<file path="config.mk">
export PLATFORM = sky130hd
export DESIGN_NAME = hb_pwm_deadband
export DESIGN_NICKNAME = d
export VERILOG_FILES = /design/src/rtl/hb_pwm_pkg.sv /design/src/rtl/hb_pwm_counter.sv /design/src/rtl/hb_pwm_shadow.sv /design/src/rtl/hb_pwm_compare.sv /design/src/rtl/hb_pwm_deadband.sv
export SDC_FILE = /design/constraint.sdc
export NUM_CORES = 1
export LEC_CHECK = 0
export BUFFER_PORTS_ARGS = -buffer_cell sky130_fd_sc_hd__buf_2
export CORE_ASPECT_RATIO = 1.75
export CORE_UTILIZATION = 40
export DETAILED_ROUTE_END_ITERATION = 8
export PLACE_DENSITY_LB_ADDON = 0.2
export SYNTH_ARGS = -nofsm -noshare
export SYNTH_HDL_FRONTEND = slang
export SYNTH_HIERARCHICAL = 1
export SYNTH_SLANG_ARGS = --single-unit
</file>
<file path="constraint.sdc">
create_clock -name clk -period 2.29 [get_ports clk]
set_clock_uncertainty 0.1 [all_clocks]
set_input_delay 0.458 -clock clk [delete_from_list [all_inputs] [get_ports clk]]
set_output_delay 0.458 -clock clk [all_outputs]
set_load 0.03 [all_outputs]
</file>
<file path="src/rtl/hb_pwm_pkg.sv">
package hb_pwm_pkg;

    localparam int CNT_W = 8;
    localparam int GAP_W = 4;
    localparam int SUM_W = CNT_W + 1;

    typedef logic [CNT_W-1:0] count_t;

    typedef struct packed {
        logic [CNT_W-1:0] duty;
        logic [GAP_W-1:0] gap;
    } setting_t;

    typedef struct packed {
        logic a;
        logic b;
    } drive_t;

    // Point where B may rise; one bit wider than the counter.
    function automatic logic [SUM_W-1:0] b_start(input setting_t s);
        return {1'b0, s.duty} + SUM_W'(s.gap);
    endfunction

endpackage

</file>
<file path="src/rtl/hb_pwm_counter.sv">
module hb_pwm_counter
    import hb_pwm_pkg::*;
(
    input  logic   clk,
    input  logic   rst,
    output count_t count,
    output logic   last
);

    always_ff @(posedge clk) begin
        if (rst) count <= '0;
        else     count <= count + 1'b1;
    end

    assign last = (count == {CNT_W{1'b1}});


    count_step_chk: assert property (@(posedge clk) disable iff (rst)
        1'b1 |=> count == CNT_W'($past(count) + 1'b1));

endmodule

</file>
<file path="src/rtl/hb_pwm_shadow.sv">
module hb_pwm_shadow
    import hb_pwm_pkg::*;
(
    input  logic     clk,
    input  logic     rst,
    input  logic     last,
    input  setting_t live,
    output setting_t held
);

    always_ff @(posedge clk) begin
        if (rst || last) held <= live;
    end


    shadow_hold_chk: assert property (@(posedge clk)
        (!rst && !last) |=> $stable(held));

endmodule

</file>
<file path="src/rtl/hb_pwm_compare.sv">
module hb_pwm_compare
    import hb_pwm_pkg::*;
(
    input  logic     clk,
    input  logic     rst,
    input  count_t   count,
    input  setting_t cfg,
    output drive_t   drv
);

    logic [SUM_W-1:0] b_edge;
    logic             a_next;
    logic             b_next;

    always_comb begin
        b_edge = b_start(cfg);
        a_next = (count < cfg.duty) && (count >= CNT_W'(cfg.gap));
        b_next = ({1'b0, count} >= b_edge);
    end

    always_ff @(posedge clk) begin
        if (rst) begin
            drv <= '0;
        end else begin
            drv.a <= a_next;
            drv.b <= b_next;
        end
    end


    no_overlap_chk: assert property (@(posedge clk) disable iff (rst)
        !(drv.a && drv.b));


    reset_quiet_chk: assert property (@(posedge clk)
        rst |=> (!drv.a && !drv.b));


    a_silent_chk: assert property (@(posedge clk) disable iff (rst)
        (cfg.duty <= CNT_W'(cfg.gap) && $stable(cfg)) |=> !drv.a);

endmodule

</file>
<file path="src/rtl/hb_pwm_deadband.sv">
module hb_pwm_deadband
    import hb_pwm_pkg::*;
(
    input  logic             clk,
    input  logic             rst,
    input  logic [CNT_W-1:0] duty_in,
    input  logic [GAP_W-1:0] gap_in,
    output logic             out_a,
    output logic             out_b
);

    count_t   count;
    logic     last;
    setting_t live;
    setting_t held;
    drive_t   drv;

    assign live.duty = duty_in;
    assign live.gap  = gap_in;

    hb_pwm_counter u_counter (
        .clk   (clk),
        .rst   (rst),
        .count (count),
        .last  (last)
    );

    hb_pwm_shadow u_shadow (
        .clk  (clk),
        .rst  (rst),
        .last (last),
        .live (live),
        .held (held)
    );

    hb_pwm_compare u_compare (
        .clk   (clk),
        .rst   (rst),
        .count (count),
        .cfg   (held),
        .drv   (drv)
    );

    assign out_a = drv.a;
    assign out_b = drv.b;

endmodule

</file>
==> results.json, run 1 <==
{
  "synth_compound_area_share_pct": 14.7,
  "synth_area_leader_cell": "edfxtp_1",
  "irDropWorstVdd_mv": 0.390,
  "synth_fp_nets": 171,
  "die_area_um2": 3690,
  "drive_above_1_share_pct": 25.3,
  "setup_slack_ns": -0.241,
  "area_growth_pct": 21.2,
  "synth_top_family_by_area": "adder cells",
  "port_buffers": 15,
  "synth_common_cells": "ha_1 (24), inv_1 (13), edfxtp_1 (12)",
  "tightest_slew_ns": 0.548,
  "maxSlewViolCount": 0,
  "dp_slack_ns": -0.275,
  "synth_area_leaders": "edfxtp_1 (26%), ha_1 (22%), dfxtp_1 (15%)",
  "num_io_pins": 16,
  "clockBufferDepth": 2,
  "hold_buffers": 0,
  "die-height_um": 79.6,
  "endpoint_kind": "flip-flop",
  "maxCapViolations": 0,
  "violations": "setup timing",
  "final_area_um2": 1670,
  "power_leakage_nw": 0.767,
  "cts_tree": "yes",
  "placed_area_um2": 1590,
  "drt-total-wl_mm": 2.65,
  "rsz0062_at_grt": "true",
  "setup-violations-final": 1,
  "fmax_mhz": 395,
  "vias": 1036,
  "synthAdderAreaFrac_pct": 23.3,
  "hold_viol": 0,
  "grt_pass1_vias": 985,
  "syn_inst": 132,
  "slew_headroom_pct": 63.5,
  "synth_edf_count": 12,
  "place.gp.congestion": 0.829,
  "synthSimpleGateAreaFrac_pct": 11.8,
  "cts.clk_slew.worst_paths_ns": 0.08,
  "antenna_found_initial": 0,
  "dp_hpwl_mm": 2.12,
  "hold_class": "input port to flip-flop",
  "worstSetupPathType": "flip-flop to flip-flop",
  "core_area_um2": 3210,
  "htree_num_levels": 1,
  "drt-pass1-iter-count": 4,
  "muxShareOfSynthArea_pct": 0,
  "cts_buffers": 3,
  "n_antenna_cell": 0,
  "power_density_nw_per_um2": 556,
  "ys_ff_latch": 22,
  "required_ns": 2.38,
  "initial_core_util_pct": 42.9,
  "remaining_drc_errors": 0,
  "yosys.cell_types.count": 29,
  "worst-path-max-fanout": 3,
  "num-nets-final": 202,
  "synth_top_area_share_pct": 26.2,
  "die_w_um": 46.4,
  "syn-cell-area_um2": 1380,
  "ys_seq_area_share_pct": 40.7,
  "yosys_warnings": 6,
  "grt_pass1_wl_mm": 4.23,
  "viasPerCell": 5.05,
  "postSynthAreaPerCell_um2": 10.4,
  "rows": 27,
  "wl_per_cell_um": 12.9,
  "grt_usage_pct": 16.1,
  "final.min_clock_period_ns": 2.53,
  "status": "finished with violations",
  "synthArstFlopShare_pct": 0,
  "drtIter0Drc": 24,
  "yosys.cell_count.top_type": "ha_1",
  "fin_crit_sh_pct": 111,
  "gr-total-overflow": 0,
  "cp.arrival_ns": 2.62,
  "cts-root-buf": "clkbuf_8",
  "ant_nets": 0,
  "insertion_delay_ns": 0.26,
  "critPathLaunchType": "flip-flop",
  "synth-xor-area-share_pct": 5.72,
  "grt_max_degree": 13,
  "ys.flop_type": "edfxtp_1",
  "clkSinkCount": 22
}
final timing paths:
path,slack [ns],cells after the start,end,from
hold / removal,0.27,1,u_shadow/held[1]$_DFFE_PP_,gap_in[1]
setup / recovery,-0.24,11,u_compare/drv[0]$_SDFF_PP0_,u_shadow/held[4]$_DFFE_PP_
hold reg to reg,0.40,1,u_counter/count[0]$_SDFF_PP0_,u_counter/count[0]$_SDFF_PP0_
setup reg to reg,-0.24,11,u_compare/drv[0]$_SDFF_PP0_,u_shadow/held[4]$_DFFE_PP_
worst max-delay path: stages (launching register included):
cell	delay, ns
edfxtp_1	0.37
ha_2	0.20
inv_2	0.04
fa_2	0.34
nor2b_2	0.13
o21ai_2	0.09
a21oi_2	0.13
xnor2_1	0.09
ha_1	0.30
nand4_1	0.08
or3_4	0.39
a211oi_2	0.21
final cells by class:
class                           instances  area, um2
Fill cell                             307       1540
Multi-Input combinational cell         96        796
Inverter                               13       48.8
Tap cell                               43       53.8
Timing Repair Buffer                   27        165
Sequential cell                        22        561
Clock buffer                            3       41.3
Clock inverter                          1       3.75
kinds of logic after synthesis:
| group | count (synthesis) |
|---|---|
| AOI/OAI and AO/OA | 30 |
| buffers and inverters | 14 |
| xor gates and xnor gates | 9 |
| and+or+nand+nor | 32 |
| adders and majority gates | 25 |
| DFF | 22 |
flip-flops by register name (all words and copies together), names as in the netlist:
register,count
u_counter/count,8
u_compare/drv,2
u_shadow/held,12
what timing repair did:
item,4_1_cts,5_1_grt
setup endpoints to repair,1,1
resized for setup,4,1
buffers inserted,2,0
pin swaps,4,0
report_power, final:
part	leakage [nW]	internal (mW)	total (mW)	switching (mW)
combinational	0.545	0.113	0.222	0.109
clock	0.0231	0.120	0.246	0.126
sequential	0.199	0.441	0.460	0.0186
cells in the final DEF, fill, tap and decap left out, types with 3 or more instances in the layout:
| cell type | instances |
|---|---|
| ha_1 | 23 |
| buf_2 | 15 |
| buf_4 | 12 |
| inv_1 | 12 |
| edfxtp_1 | 12 |
| dfxtp_1 | 10 |
| nor2_1 | 9 |
| o21ai_0 | 6 |
| a21oi_1 | 6 |
| xnor2_1 | 5 |
| nand2_1 | 5 |
| xor2_1 | 4 |
| nand3_1 | 4 |
| clkbuf_8 | 3 |
| a211oi_1 | 3 |
| a21o_1 | 3 |
| nand4_1 | 3 |
| or3_1 | 3 |
layer usage:
metal / part of all wire (%) / vias up / wire (um) / global-route usage, %
met2: 56 / 10 / 1480 / 27.8
met1: 42 / 483 / 1110 / 18.1
met4: 1.1 / 0 / 28 / 7.65
li1: - / 541 / - / -
met3: 1.4 / 2 / 36 / 2.26
met5: 0 / - / 0 / 0
metrics by stage:
stage	total power [mW]	setup TNS, ns	utilization, %	std cells	hold WS, ns
global route	0.991	-0.384	52.0	205	0.249
finish	0.927	-0.241	52.0	205	0.267
CTS	0.938	-0.246	51.9	205	0.255
detailed placement	0.679	-0.275	49.6	199	0.389
global placement	0.672	-0.158	49.6	199	0.371
floorplan	0.607	-0.109	-	132	0.341
Note: power is estimated with default switching activity, not from simulation.
==> run 2: changes to the inputs <==
Settings changed: CTS_BUF_LIST from default to sky130_fd_sc_hd__clkbuf_16.
==> results.json, run 2 (synthesized netlist as in run 1, its figures left out) <==
{
  "cts_tree": "yes",
  "worstRegToRegCells": 13,
  "n_antenna_cell": 0,
  "remaining_drc_errors": 0,
  "place.gp.congestion": 0.829,
  "p_sw_share_pct": 25.2,
  "hold_end": "u_shadow/held[1]$_DFFE_PP_",
  "die_area_um2": 3690,
  "fin_crit_sh_pct": 110,
  "rr_endpoint": "u_compare/drv[0]$_SDFF_PP0_",
  "final_cell_count_no_fill": 205,
  "wl_per_cell_um": 12.9,
  "required_ns": 2.32,
  "grt_usage_pct": 15.9,
  "power_density_nw_per_um2": 619,
  "final.min_clock_period_ns": 2.52,
  "gr-total-overflow": 0,
  "seq_power_share_pct": 43.7,
  "setup-violations-final": 1,
  "initial_core_util_pct": 42.9,
  "core_area_um2": 3210,
  "status": "finished with violations",
  "drt-pass1-iter-count": 4,
  "largest_reg_flops": 12,
  "slew_headroom_pct": 63.8,
  "worst-path-max-fanout": 3,
  "num-nets-final": 202,
  "dp_hpwl_mm": 2.12,
  "vias": 1037,
  "clkSinkCount": 22,
  "crit_path_cell_trace": "ha_2 > inv_2 > fa_2 > nor2b_2 > o21ai_2 > a21oi_2 > xnor2_1 > ha_1 > buf_6 > nand2_1 > nor2_1 > a2111oi_2 > a211oi_2",
  "reg2reg_from": "u_shadow/held[4]$_DFFE_PP_",
  "place_inst": 199,
  "power_switching_uw": 266,
  "mostFrequentLayoutCell": "ha_1",
  "violations": "setup timing",
  "min_from": "gap_in[1]",
  "clkPwrFrac_pct": 35.3,
  "worstSetupPathType": "flip-flop to flip-flop",
  "htree_num_levels": 1,
  "tightest_slew_ns": 0.543,
  "top_register": "u_shadow/held",
  "fmax_mhz": 397,
  "cts_buffers": 3,
  "power_mw": 1.05,
  "hold_class": "input port to flip-flop",
  "cpPeakStageDelay_ns": 0.36,
  "cpMaxStageDelayCell": "edfxtp_1",
  "r2r_setup_slack_ns": -0.23,
  "area_growth_pct": 23.5,
  "grt_pass1_wl_mm": 4.20,
  "critPathLaunchType": "flip-flop",
  "setup_slack_ns": -0.227,
  "hold_viol": 0,
  "irDropWorstVdd_mv": 0.423,
  "viasPerCell": 5.06,
  "die_w_um": 46.4,
  "reg.largest.list": "u_shadow/held (12), u_counter/count (8), u_compare/drv (2)",
  "clockBufferDepth": 2,
  "maxSlewViolCount": 0,
  "power_leakage_nw": 0.782,
  "die-height_um": 79.6,
  "hold_buffers": 0,
  "grt_pass1_vias": 992,
  "port_buffers": 15,
  "rows": 27,
  "grt_max_degree": 13,
  "cts-root-buf": "clkbuf_16",
  "endpoint_kind": "flip-flop",
  "internal_power_uw": 788,
  "drt-total-wl_mm": 2.65,
  "rsz0062_at_grt": "true",
  "maxCapViolations": 0,
  "cp.buffers_inverters": 2,
  "whs_path_depth": 1,
  "ant_nets": 0,
  "drive_above_1_share_pct": 24.7,
  "antenna_found_initial": 0,
  "final_cell_mix": "ha_1 (23), buf_2 (15), inv_1 (12), edfxtp_1 (12), buf_4 (11)",
  "p_comb_share_pct": 21.0,
  "cp.arrival_ns": 2.55,
  "cts.clk_slew.worst_paths_ns": 0.06,
  "num_io_pins": 16,
  "insertion_delay_ns": 0.25,
  "drtIter0Drc": 24,
  "path_delay_family": "adder cells"
}
==> run 2: cell types whose count changed in the layout (fill, tap and decap cells not counted) <==
cell,previous run,this run
clkbuf_16,0,3
clkbuf_8,3,0
buf_4,12,11
buf_6,0,1
or3_1,3,4
or3_4,1,0
==> run 2: timing repair <==
item / 4_1_cts / 5_1_grt
setup endpoints to repair: 1 / 1
resized for setup: 5 / 0
pin swaps: 7 / 0
setup buffers: 2 / 0
==> run 2: through the flow <==
| step | hold slack, ns | setup slack [ns] | instance area, um2 | util, % | TNS, ns |
|---|---|---|---|---|---|
| global route | 0.268 | -0.347 | 1700 | 53.0 | -0.347 |
| floorplan | 0.341 | -0.109 | 1390 | - | -0.109 |
| detailed placement | 0.389 | -0.275 | 1590 | 49.6 | -0.275 |
| CTS | 0.272 | -0.228 | 1700 | 53.0 | -0.228 |
| finish | 0.275 | -0.227 | 1700 | 53.0 | -0.227 |
| global placement | 0.371 | -0.158 | 1590 | 49.6 | -0.158 |
==> run 2: power by group through the flow <==
stage | clock, mW | combinational, mW | sequential [mW]
after floorplan | 0 | 0.139 | 0.467
final | 0.372 | 0.221 | 0.461
after detailed placement | 0 | 0.210 | 0.470
after global routing | 0.397 | 0.250 | 0.465
after CTS | 0.379 | 0.223 | 0.461
after global placement | 0 | 0.203 | 0.469
==> run 2: per-layer routing <==
layer / wire length (um) / track usage (%) / vias to the layer above
li1: - / - / 540
met1: 1110 / 17.5 / 481
met2: 1470 / 27.9 / 14
met3: 46 / 2.26 / 2
met4: 28 / 7.65 / 0
met5: 0 / 0 / -
==> run 2: final cells by class <==
class / count / area [um2]
inverters: 13 / 48.8
clock inverters: 1 / 3.75
fillers: 298 / 1510
repair buffers: 27 / 169
multi-input cells: 96 / 791
clock buffers: 3 / 75.1
well taps: 43 / 53.8
flip-flops and latches: 22 / 561
==> run 2: how the worst max path moves through the flow <==
stage,start,cells past startpoint,end,slack [ns]
2_1_floorplan,u_shadow/held[0]$_DFFE_PP_,11,u_compare/drv[0]$_SDFF_PP0_,-0.11
3_5_place_dp,u_shadow/held[4]$_DFFE_PP_,12,u_compare/drv[0]$_SDFF_PP0_,-0.27
3_3_place_gp,u_shadow/held[0]$_DFFE_PP_,11,u_compare/drv[0]$_SDFF_PP0_,-0.16
5_1_grt,u_shadow/held[0]$_DFFE_PP_,13,u_compare/drv[0]$_SDFF_PP0_,-0.35
4_1_cts,u_shadow/held[4]$_DFFE_PP_,11,u_compare/drv[0]$_SDFF_PP0_,-0.23
6_report,u_shadow/held[4]$_DFFE_PP_,13,u_compare/drv[0]$_SDFF_PP0_,-0.23
